**config.mk**
```make
export PLATFORM = sky130hd
export DESIGN_NAME = reg_cmd_rx
export DESIGN_NICKNAME = d
export VERILOG_FILES = /design/src/rtl/reg_cmd_rx.sv
export SDC_FILE = /design/constraint.sdc
export NUM_CORES = 1
export LEC_CHECK = 0
export BUFFER_PORTS_ARGS = -buffer_cell sky130_fd_sc_hd__buf_2
export CAP_MARGIN = 40
export CORE_MARGIN = 2
export CORE_UTILIZATION = 54
export DETAILED_ROUTE_END_ITERATION = 10
export PLACE_DENSITY = 0.79
export SYNTH_ARGS = -nofsm -noshare
export SYNTH_HDL_FRONTEND = slang
export SYNTH_SLANG_ARGS = --single-unit
export TNS_END_PERCENT = 30
```
**constraint.sdc**
```tcl
create_clock -name clk -period 2.16 [get_ports clk]
set_input_delay 0.216 -clock clk [delete_from_list [all_inputs] [get_ports clk]]
set_output_delay 0.216 -clock clk [all_outputs]
set_load 0.05 [all_outputs]
```
**src/rtl/reg_cmd_rx.sv**
```systemverilog
module reg_cmd_rx #(
  parameter int SYNC  = 2,
  parameter int DMAX  = 7,
  parameter int RBYTE = 8
) (
  input  logic                  clk,
  input  logic                  rst,
  input  logic                  sclk,
  input  logic                  mosi,
  input  logic                  cs_n,
  output logic                  miso,
  output logic                  wr_valid,
  output logic [7:0]            wr_addr,
  output logic [8*DMAX-1:0]     wr_data,
  input  logic                  rsp_load,
  input  logic [8*RBYTE-1:0]    rsp_data,
  output logic                  rsp_ready
);
  localparam int DW  = 8 * DMAX;
  localparam int RW  = 8 * RBYTE;
  localparam int LW  = $clog2(DMAX + 1);
  localparam int RCW = $clog2(RW);

  function automatic logic [LW-1:0] plen(input logic [7:0] a);
    case (a)
      8'h01, 8'h02, 8'h20: plen = LW'(1);
      8'h11, 8'h18:        plen = LW'(3);
      8'h0A, 8'h10:        plen = LW'(7);
      default:             plen = '0;
    endcase
  endfunction

  logic [SYNC:0]   sclk_q;
  logic [SYNC-1:0] cs_q, mosi_q;
  always_ff @(posedge clk) begin
    if (rst) begin
      sclk_q <= '0;
      cs_q   <= '1;
      mosi_q <= '0;
    end else begin
      sclk_q <= {sclk_q[SYNC-1:0], sclk};
      cs_q   <= {cs_q[SYNC-2:0], cs_n};
      mosi_q <= {mosi_q[SYNC-2:0], mosi};
    end
  end

  wire       cs_act = ~cs_q[SYNC-1];
  wire       sbit   = sclk_q[SYNC-1] & ~sclk_q[SYNC] & cs_act;

  logic [6:0]    sh;
  logic [2:0]    bcnt;
  logic          have_addr;
  logic [LW-1:0] left;
  logic [DW-1:0] acc;

  wire [7:0] byte_in   = {sh, mosi_q[SYNC-1]};
  wire       byte_done = sbit && bcnt == 3'd7;

  assign wr_data = acc;

  always_ff @(posedge clk) begin
    if (rst) begin
      sh        <= '0;
      bcnt      <= '0;
      have_addr <= 1'b0;
      left      <= '0;
      acc       <= '0;
      wr_addr   <= '0;
      wr_valid  <= 1'b0;
    end else begin
      wr_valid <= 1'b0;
      if (!cs_act) bcnt <= '0;
      else if (sbit) begin
        sh   <= byte_in[6:0];
        bcnt <= bcnt + 3'd1;
      end
      if (byte_done) begin
        if (!have_addr) begin
          if (plen(byte_in) != '0) begin
            have_addr <= 1'b1;
            wr_addr   <= byte_in;
            left      <= plen(byte_in);
            acc       <= '0;
          end
        end else begin
          acc  <= {acc[DW-9:0], byte_in};
          left <= left - LW'(1);
          if (left == LW'(1)) begin
            have_addr <= 1'b0;
            wr_valid  <= 1'b1;
          end
        end
      end
    end
  end

  logic [RW-1:0]  rsp_sh;
  logic           rsp_full;
  logic [RCW-1:0] rsp_cnt;

  assign miso      = rsp_full & rsp_sh[RW-1];
  assign rsp_ready = ~rsp_full;

  always_ff @(posedge clk) begin
    if (rst) begin
      rsp_sh   <= '0;
      rsp_full <= 1'b0;
      rsp_cnt  <= '0;
    end else if (!rsp_full) begin
      if (rsp_load) begin
        rsp_sh   <= rsp_data;
        rsp_full <= 1'b1;
        rsp_cnt  <= '0;
      end
    end else if (sbit) begin
      rsp_sh  <= {rsp_sh[RW-2:0], 1'b0};
      rsp_cnt <= rsp_cnt + RCW'(1);
      if (rsp_cnt == RCW'(RW - 1)) rsp_full <= 1'b0;
    end
  end

  a_r3_single_pulse: assert property (@(posedge clk) disable iff (rst)
    wr_valid |=> !wr_valid);
  a_r4_known_only: assert property (@(posedge clk) disable iff (rst)
    wr_valid |-> plen(wr_addr) != '0);
  a_r2_upper_zero: assert property (@(posedge clk) disable iff (rst)
    wr_valid |-> (wr_data >> {plen(wr_addr), 3'b000}) == '0);
  a_r9_hold: assert property (@(posedge clk) disable iff (rst)
    (rsp_full && !sbit) |=> rsp_full && $stable(rsp_sh));
  a_r8_fill_by_load: assert property (@(posedge clk) disable iff (rst)
    $rose(rsp_full) |-> $past(rsp_load));
  a_r7_reset_clears: assert property (@(posedge clk)
    rst |=> !wr_valid && !have_addr && bcnt == 3'd0 && !rsp_full);
endmodule

```
==> results of run 1 <==
-- per-stage QoR --
stage	power (W)	hold WS, ps	cells
6_report	0.006650	14.78	933
5_1_grt	0.006877	3.437	933
4_1_cts	0.006685	1.130	933
3_5_place_dp	0.003594	399.9	900
3_3_place_gp	0.003568	402.3	900
2_1_floorplan	0.003456	319.8	662
-- cell families (layout without fill, tap and decap cells) --
| kind of cell | after synthesis | after routing |
|---|---|---|
| flops | 157 | 157 |
| compound gates | 161 | 161 |
| mux | 74 | 74 |
| xor+xnor | 2 | 2 |
| fa+ha+maj | 5 | 5 |
| buf+inv | 75 | 203 |
| simple gates | 188 | 188 |
-- cells in the mapped netlist, types with 10 or more instances --
library cell	instances	area [um2]
a211oi_1	63	473.0
nand2_1	64	240.2
clkbuf_1	34	127.6
buf_2	12	60.06
a21oi_1	20	100.1
dfxtp_1	157	3143
o22ai_2	10	125.1
mux2i_1	74	740.7
inv_1	19	71.32
o21ai_0	13	65.06
o22ai_1	27	168.9
nor2_1	88	330.3
-- critical path, delay by kind of cell, from the launching register on --
| kind | cells | cell delay, ps |
|---|---|---|
| flip-flops | 1 | 480 |
| buffers and inverters | 1 | 200 |
| AND/OR/NAND/NOR | 2 | 190 |
| AO/OA/AOI/OAI | 3 | 990 |
-- report_power, final --
| group | leakage (nW) | internal [W] | switching (W) |
|---|---|---|---|
| registers | 1.28 | 0.00300 | 0.0000618 |
| logic | 1.64 | 0.000213 | 0.000264 |
| clock network | 0.312 | 0.00199 | 0.00112 |
| total | 3.23 | 0.00520 | 0.00145 |
-- registers in the layout (all words and copies together), names as in the netlist, 2 cells and up --
register and cells:
left 3, rsp_cnt 6, bcnt 3, sclk_q 3, rsp_sh 64, wr_addr 8, sh 7, mosi_q 2
wr_data 56, cs_q 2
-- cell type report --
cell class | instances | area share, %
repair buffers | 152 | 10.86
flip-flops and latches | 157 | 40.52
clock inverters | 4 | 0.9022
well taps | 143 | 2.304
multi-input cells | 430 | 37.31
clock buffers | 28 | 7.185
inverters | 19 | 0.9183
-- path summary, 6_finish.rpt --
check / to / slack [ps]
setup / recovery: wr_data[41] / 190
hold / removal: sclk_q[0] / 10
setup reg to reg: wr_data[41] / 190
hold reg to reg: cs_q[1] / 420
-- metal layers --
layer  vias to the layer above  track usage (%)
li1                       2602                -
met4                         0            9.350
met2                       179            38.03
met3                        22            6.911
met1                      2419            29.54
met5                         -                0
==> metrics.yaml, run 1 <==
critical_path:
  required_ps: 2490
  cp_slowest_stage_delay_ps: 500
  worstSetupStartpointType: "flip-flop"
  critPathMaxFanout: 49
  startpoint: "sh[0]"
  worstSetupEndpointType: "flip-flop"
  path_cells: "nor2b_1, a32o_2, a221oi_4, nor2_4, buf_12, o32ai_2"
  path_class: "flip-flop to flip-flop"
  r2r_cells: 6
  slowest_stage: "a221oi_4"
  crit_arrival_ps: 2300
  r2r_start: "sh[0]"
final_layout:
  fillers: 910
  final_nets: 852
  final_common_cell: "dfxtp_1"
  final_util_pct: 67.73
  stdcell_area_um2: 7766
  syn_to_final_growth_pct: 22.33
  multi_input_area_um2: 2898
  antenna_cells: 0
  register_area_um2: 3147
  drive_above_1_share_pct: 26.46
  final_cell_mix: "dfxtp_1 (156), buf_2 (135), nor2_1 (88)"
sta:
  post-route-period-util_pct: 91.16
  maxSlewHeadroom_pct: 61.49
  fmax_mhz: 507.9
  clock_skew_ps: 5.622
  hold_viol_final: 0
  fin_ws_ps: 191.0
  setup_viol: 0
  worst_pin_slew_ps: 577.6
  fin_crit_ps: 1969
  rsz0062_at_grt: "no"
  tns_ps: 0
  slew_violations: 0
grt:
  grt_pass1_wl_mm: 24.09
  grt_pass1_vias: 5043
  grt_max_degree: 94
  gr-total-overflow: 0
  antenna_found_initial: 0
  grt_use_total_pct: 23.46
hold_path:
  whs_path_depth: 2
  hp-class: "primary input to flip-flop"
  worstHoldStart: "sclk"
floorplanning:
  fp.dieH_um: 112.4
  die_w_um: 112.4
  initial_core_util_pct: 55.36
  die-area_um2: 12640
  rows: 39
  core_um2: 11470
  io_pins: 137
pwr:
  p_leak_nw: 3.229
  p_per_area_nw_per_um2: 856.2
  vdd_drop_max_mv: 0.7103
clock_network:
  clk_pin_slew_worst_paths_ps: 60
  hold_buffers: 1
  cts_num_sinks: 157
  clock_latency_ps: 420
  cts_tree: "built"
  numCtsBuffers: 17
  cts_buffer_depth: 2
  postCtsSetupBuffers: 0
  h-tree-depth: 4
  root_buffer: "clkbuf_16"
  post_cts_resized: 0
drt:
  wl_met1_mm: 6.364
  drt_iter0_drc: 400
  vias: 5222
  dr.pass1.iters: 5
  routed_wl_mm: 14.58
  via_per_inst: 5.597
  top_layer: "met4"
  wl_met2_mm: 6.961
  final_antenna_net_count: 0
  avgRoutedWirePerCell_um: 15.62
  drcViolationCount: 0
  wl_met3_um: 989
yosys:
  synthesis.area_um2: 6349
  ys_seq_elements: 157
  synth_compound_area_share_pct: 19.85
  synthAdderAreaFrac_pct: 0.9854
  synthXorXnorAreaFrac_pct: 0.2759
  syn_area_per_cell_um2: 9.590
  synth_edf_count: 0
  synth_top_family_by_area: "compound AO/OA/AOI/OAI gates"
  synth_simple_gate_area_share_pct: 12.63
  syn_inst: 662
  ys_async_sr_fraction_pct: 0
  synth_nets: 737
  ys_seq_area_share_pct: 49.51
  ys_warn_count: 0
  muxShareOfSynthArea_pct: 11.67
  synth_cell_types: 44
  synth-main-ff-cell: "dfxtp_1"
place:
  io_buffers: 136
  dpl.hpwl_mm: 9.691
  gp_congestion: 0.8674
  placedInstanceArea_um2: 7128
  place_ws_ps: 223.7
status:
  status: "finished clean"
run:
  max_cap_viol_count: 0
Note: power is estimated with default switching activity, not from simulation.
==> run 2, diff against run 1 <==
==> constraint.sdc (replaced) <==
create_clock -name clk -period 2.16 [get_ports clk]
set_input_delay 0.108 -clock clk [delete_from_list [all_inputs] [get_ports clk]]
set_output_delay 0.108 -clock clk [all_outputs]
set_load 0.05 [all_outputs]
==> metrics.yaml, run 2 (synthesis gave the netlist of run 1 again) <==
critical_path:
  cp_slowest_stage_delay_ps: 520  # +20 ps
  required_ps: 2490  # about the same
  worstSetupEndpointType: "flip-flop"
  critPathMaxFanout: 49  # unchanged
  critical-path-top-delay-family: "compound AO/OA/AOI/OAI gates"
  slowest_stage: "a221oi_4"
  worstSetupStartpointType: "flip-flop"
  crit_arrival_ps: 2310  # about the same
  path_class: "flip-flop to flip-flop"
  cp_num_buf_inv: 1  # unchanged
  path_cells: "nand2_1, a32o_2, a221oi_4, nor2_4, buf_12, o32ai_2"
sta:
  maxSlewHeadroom_pct: 63.64  # +2.1 points
  tns_ps: 0  # unchanged
  rsz0062_at_grt: "no"
  worst_pin_slew_ps: 544.8  # -32.82 ps
  slew_violations: 0  # unchanged
  hold_viol_final: 0  # unchanged
  whs_ps: 21.54  # +6.756 ps
  post-route-period-util_pct: 91.86  # +0.70 points
  setup_viol: 0  # unchanged
  fmax_mhz: 504.0  # -0.77%
  clock_skew_ps: 5.973  # +0.3507 ps
  fin_crit_ps: 1984  # +15.22 ps
pwr:
  p_per_area_nw_per_um2: 848.3  # -0.92%
  combPwrFrac_pct: 7.2  # about the same
  intPower_w: 0.005156  # -0.88%
  p_leak_nw: 3.226  # about the same
  vdd_drop_max_mv: 0.5619  # -21%
  swShare_pct: 22.04  # +0.26 points
  clkPwrFrac_pct: 46.5  # -0.2 points
  p_switching_w: 0.001458  # +0.67%
  p_seq_share_pct: 46.3  # +0.2 points
final_layout:
  drive_above_1_share_pct: 26.39  # -0.067 points
  final_common_cell: "dfxtp_1"
  multi_input_area_um2: 2898  # unchanged
  largest_register_ffs: 64  # unchanged
  antenna_cells: 0  # unchanged
  stdcell_area_um2: 7796  # +0.39%
  final_cell_mix: "dfxtp_1 (156), buf_2 (135), nor2_1 (88)"
  final_nets: 854  # +0.23%
  fillers: 899  # -1.2%
  regMostFlops: "rsp_sh"
  register_area_um2: 3147  # unchanged
  syn_to_final_growth_pct: 22.80
grt:
  grt_max_degree: 94  # unchanged
  grt_use_total_pct: 22.85  # -0.61 points
  antenna_found_initial: 0  # unchanged
  gr-total-overflow: 0  # unchanged
  grt_pass1_wl_mm: 23.65  # -1.8%
  grt_pass1_vias: 5004  # -0.77%
floorplanning:
  rows: 39  # unchanged
  fp.dieH_um: 112.4  # unchanged
  initial_core_util_pct: 55.36  # unchanged
  die_w_um: 112.4  # unchanged
  die-area_um2: 12640  # unchanged
  core_um2: 11470  # unchanged
  io_pins: 137  # unchanged
clock_network:
  numCtsBuffers: 17  # unchanged
  cts_tree: "built"
  root_buffer: "clkbuf_16"
  post_cts_resized: 0  # unchanged
  clock_latency_ps: 420  # about the same
  clk_pin_slew_worst_paths_ps: 60  # about the same
  cts_num_sinks: 157  # unchanged
  h-tree-depth: 4  # unchanged
  cts_buffer_depth: 2  # unchanged
drt:
  vias: 5140  # -1.6%
  drcViolationCount: 0  # unchanged
  via_per_inst: 5.497  # -1.8%
  avgRoutedWirePerCell_um: 15.06  # -3.6%
  final_antenna_net_count: 0  # unchanged
  dr.pass1.iters: 4  # -1
  drt_iter0_drc: 299  # -25%
  routed_wl_mm: 14.08  # -3.4%
run:
  max_cap_viol_count: 0  # unchanged
status:
  status: "finished clean"
place:
  dpl.hpwl_mm: 9.431  # -2.7%
  io_buffers: 136  # unchanged
  placedInstanceArea_um2: 7126  # about the same
  gp_congestion: 0.8303  # -4.3%
hold_path:
  hp-class: "primary input to flip-flop"
[run 2: changes by cell type in the layout (fill, tap and decap cells not counted), sizes merged]
cell         change
buf              -2
bufinv           +1
clkbuf           -6
clkinv           +2
clkinvlp         +3
dlygate4sd3      +4
[run 2: area by class of cell]
cell class | count | share of cell area, %
Clock inverter | 10 | 1.749
Inverter | 19 | 0.9148
Clock buffer | 22 | 6.211
Tap cell | 143 | 2.295
Multi-Input combinational cell | 430 | 37.17
Sequential cell | 157 | 40.36
Timing Repair Buffer | 154 | 11.30
[run 2: timing repair]
item | 4_1_cts | 5_1_grt
hold buffers | 5 | 0
endpoints found under the hold margin | 5 | 0
buffers inserted | 0 | 0
[run 2: through the flow]
stage	total power [W]	cells	util (%)	worst slack (ps)
finish	0.006614	935	67.99	175.8
global route	0.006861	935	67.99	4.444
CTS	0.006662	935	67.99	173.7
detailed placement	0.003592	898	62.14	191.2
global placement	0.003567	898	62.14	314.5
floorplan	0.003456	662	-	395.6
[run 2: power by group through the flow]
stage | clock (W) | sequential, W | combinational, W
final | 0.00307 | 0.00306 | 0.000479
after global routing | 0.00325 | 0.00307 | 0.000535
after CTS | 0.00312 | 0.00306 | 0.000481
after detailed placement | 0 | 0.00312 | 0.000470
after global placement | 0 | 0.00312 | 0.000452
after floorplan | 0 | 0.00310 | 0.000352
[run 2: worst min-delay path: stages]
cell      delay (ps)
buf_2             90
mux2i_1          110
a211oi_1          80
[run 2: worst paths after layout]
kind                                   start          end  slack (ps)  cells after the start
worst max-delay path               mosi_q[1]  wr_data[45]         180                      6
worst min-delay path            rsp_data[51]   rsp_sh[51]          20                      3
worst min register to register       cs_q[0]      cs_q[1]         410                      1
worst max register to register     mosi_q[1]  wr_data[45]         180                      6
[run 2: metal layers]
layer / vias up / part of all wire, % / GRT usage (%)
met5: - / 0 / 0
met4: 0 / 1.8 / 8.211
met3: 23 / 6.4 / 7.289
met2: 135 / 47 / 35.94
met1: 2378 / 45 / 29.75
li1: 2604 / - / -
==> run 3, diff against run 2 <==
--- a/config.mk
+++ b/config.mk
@@ -5,12 +5,14 @@
 export SDC_FILE = /design/constraint.sdc
 export NUM_CORES = 1
 export LEC_CHECK = 0
+export ABC_AREA = 1
 export BUFFER_PORTS_ARGS = -buffer_cell sky130_fd_sc_hd__buf_2
 export CAP_MARGIN = 40
 export CORE_MARGIN = 2
 export CORE_UTILIZATION = 54
 export DETAILED_ROUTE_END_ITERATION = 10
 export PLACE_DENSITY = 0.79
+export SLEW_MARGIN = 5
 export SYNTH_ARGS = -nofsm -noshare
 export SYNTH_HDL_FRONTEND = slang
 export SYNTH_SLANG_ARGS = --single-unit
==> metrics.yaml, run 3 <==
grt:
  grt_pass1_wl_mm: 25.50  # +7.8%
  gr-total-overflow: 0  # unchanged
  antenna_found_initial: 0  # unchanged
  grt_pass1_vias: 5555  # +11%
  grt_max_degree: 77  # -18%
  grt_use_total_pct: 24.35  # +1.5 points
final_layout:
  instances_no_fill: 1147  # +23%
  final_cell_mix: "nand2_1 (221), dfxtp_1 (156), buf_2 (135)"
  regMostFlops: "rsp_sh"
  drive_above_1_share_pct: 25.30  # -1.1 points
  register_area_um2: 3144  # about the same
  largest_register_ffs: 64  # unchanged
  final_nets: 1062  # +24%
  syn_to_final_growth_pct: 31.13
  multi_input_area_um2: 2949  # +1.8%
  fillers: 913  # +1.6%
  final_common_cell: "nand2_1"
  antenna_cells: 0  # unchanged
yosys:
  yosys-top-cells-area: "dfxtp_1 (48%), nand2_1 (13%), o21ai_0 (6.2%), a31oi_1 (6.0%), nand3_2 (4.8%)"
  syn_inst: 812  # +23%
  synth-main-ff-cell: "dfxtp_1"
  synth_most_common_cell: "nand2_1"
  ys_warn_count: 0  # unchanged
  synth_edf_count: 0  # unchanged
  syn_area_per_cell_um2: 8.025  # -16%
  ys_seq_area_share_pct: 48.23  # -1.3 points
  yosys.area.top_type: "dfxtp_1"
  synth_top_area_share_pct: 48.23  # -1.3 points
  ys_async_sr_fraction_pct: 0  # unchanged
  synth_nets: 887  # +20%
  ys_seq_elements: 157  # unchanged
  synthesis.area_um2: 6516  # +2.6%
  synth_cell_types: 29  # -34%
  ys_top_cells_by_count: "nand2_1 (221), dfxtp_1 (157), o21ai_0 (81)"
pwr:
  p_total_w: 0.006776  # +2.5%
  p_leak_nw: 3.477  # +7.8%
  p_per_area_nw_per_um2: 793.1  # -6.5%
  vdd_drop_max_mv: 0.4979  # -11%
critical_path:
  r2r_cells: 8  # +2
  startpoint: "rsp_full"
  slowest_stage: "buf_4"
  critPathMaxFanout: 65  # +33%
  crit_arrival_ps: 1790  # -520 ps
  r2r_start: "cs_q[1]"
  ff2ff_setup_slack_ps: 320  # +140 ps
  r2r-end: "wr_data[42]"
  cp_slowest_stage_delay_ps: 530  # about the same
  endpoint: "miso"
  path_class: "flip-flop to primary output"
  worstSetupEndpointType: "primary output"
  path_cells: "buf_4, nand2_1, inv_1, buf_2"
  required_ps: 2050  # -440 ps
  worstSetupStartpointType: "flip-flop"
sta:
  tns_ps: 0  # unchanged
  rsz0062_at_grt: "no"
  maxSlewHeadroom_pct: 43.42  # -20 points
  clock_skew_ps: 4.759  # -1.213 ps
  slew_violations: 0  # unchanged
  setup_viol: 0  # unchanged
  worst_pin_slew_ps: 848.7  # +303.9 ps
  fmax_mhz: 525.5  # +4.3%
  post-route-period-util_pct: 88.09  # -3.8 points
  fin_ws_ps: 257.2  # +81.38 ps
  fin_crit_ps: 1903  # -81.38 ps
  hold_viol_final: 0  # unchanged
hold_path:
  hp-class: "flip-flop to flip-flop"
  worstHoldStart: "sclk_q[0]"
place:
  dpl.hpwl_mm: 8.682  # -7.9%
  place_ws_ps: 317.4  # +126.2 ps
  gp_congestion: 0.8055  # -3.0%
  dp.cells: 1043  # +16%
  io_buffers: 136  # unchanged
clock_network:
  clk_pin_slew_worst_paths_ps: 50  # about the same
  cts_buffer_depth: 2  # unchanged
  postCtsSetupBuffers: 0  # unchanged
  h-tree-depth: 4  # unchanged
  numCtsBuffers: 17  # unchanged
  clock_latency_ps: 420  # about the same
  cts_num_sinks: 157  # unchanged
  hold_buffers: 72  # +67
  post_cts_resized: 0  # unchanged
  cts_tree: "built"
  root_buffer: "clkbuf_16"
drt:
  vias: 6132  # +19%
  drcViolationCount: 0  # unchanged
  dr.pass1.iters: 5  # +1
  drt_iter0_drc: 610  # +100%
  avgRoutedWirePerCell_um: 13.70  # -9.0%
  via_per_inst: 5.346  # -2.8%
  final_antenna_net_count: 0  # unchanged
  routed_wl_mm: 15.72  # +12%
floorplanning:
  rows: 40  # +2.6%
  die_w_um: 113.9  # +1.3%
  initial_core_util_pct: 54.71  # -0.66 points
  io_pins: 137  # unchanged
  core_um2: 11910  # +3.9%
  die-area_um2: 12960  # +2.5%
  fp.dieH_um: 113.9  # +1.3%
run:
  max_cap_viol_count: 0  # unchanged
status:
  status: "finished clean"
==> run 3: cell count changes in the layout (fill, tap and decap cells not counted), moves of 31 or more <==
| cell | delta |
|---|---|
| a31oi_1 | +61 |
| nor2_1 | -52 |
| a211oi_1 | -63 |
| dlygate4sd3_1 | +67 |
| mux2i_1 | -74 |
| o21ai_0 | +68 |
| nand2_1 | +158 |
| nand3_2 | +31 |
==> run 3: worst max-delay path: cells and delay by family, from the launching register on <==
kind                   cells  cell delay (ps)
buffers and inverters      3              890
AND/OR/NAND/NOR            1              140
flip-flops                 1              330
==> run 3: layout make-up <==
class | count | share of cell area, %
tap | 147 | 2.153
timing repair buffer | 218 | 17.89
clock inverter | 5 | 1.171
multi-input combinational | 565 | 34.51
sequential | 157 | 36.80
inverter | 28 | 1.230
clock buffer | 27 | 6.238
==> run 3: stage by stage <==
step	hold WS, ps	area (um2)	util [%]
floorplan	211.8	6516	-
global placement	293.8	7191	60.37
detailed placement	294.6	7191	60.37
CTS	400.6	8544	71.73
global route	425.8	8544	71.73
finish	399.9	8544	71.73
==> run 3: worst min-delay path by stage <==
stage,to,slack (ps),cells past startpoint
after floorplan,cs_q[0],210,1
after global placement,cs_q[0],290,2
after detailed placement,cs_q[0],290,2
after CTS,sclk_q[1],400,2
after global routing,cs_q[1],430,1
final,sclk_q[1],400,2
==> run 3: report_power, final <==
| group | switching [W] | leakage (nW) | internal, W |
|---|---|---|---|
| Sequential | 0.0000565 | 1.28 | 0.00301 |
| Combinational | 0.000310 | 1.88 | 0.000249 |
| Clock | 0.00112 | 0.314 | 0.00203 |
==> run 3: kinds of logic after synthesis <==
kind of cell	synth area share, %
flip-flops	48.23
XOR/XNOR	0.4033
AND/OR/NAND/NOR	23.50
AO/OA/AOI/OAI	20.31
buffers and inverters	6.586
adder cells (fa/ha/maj)	0.9601
==> run 3: layer usage <==
metal / vias to the layer above / global-route usage (%) / share of wire [%]
met5: - / 0 / 0
met4: 0 / 10.81 / 3.0
met3: 41 / 6.323 / 3.9
met2: 169 / 39.64 / 49
met1: 2822 / 30.58 / 44
li1: 3100 / - / -
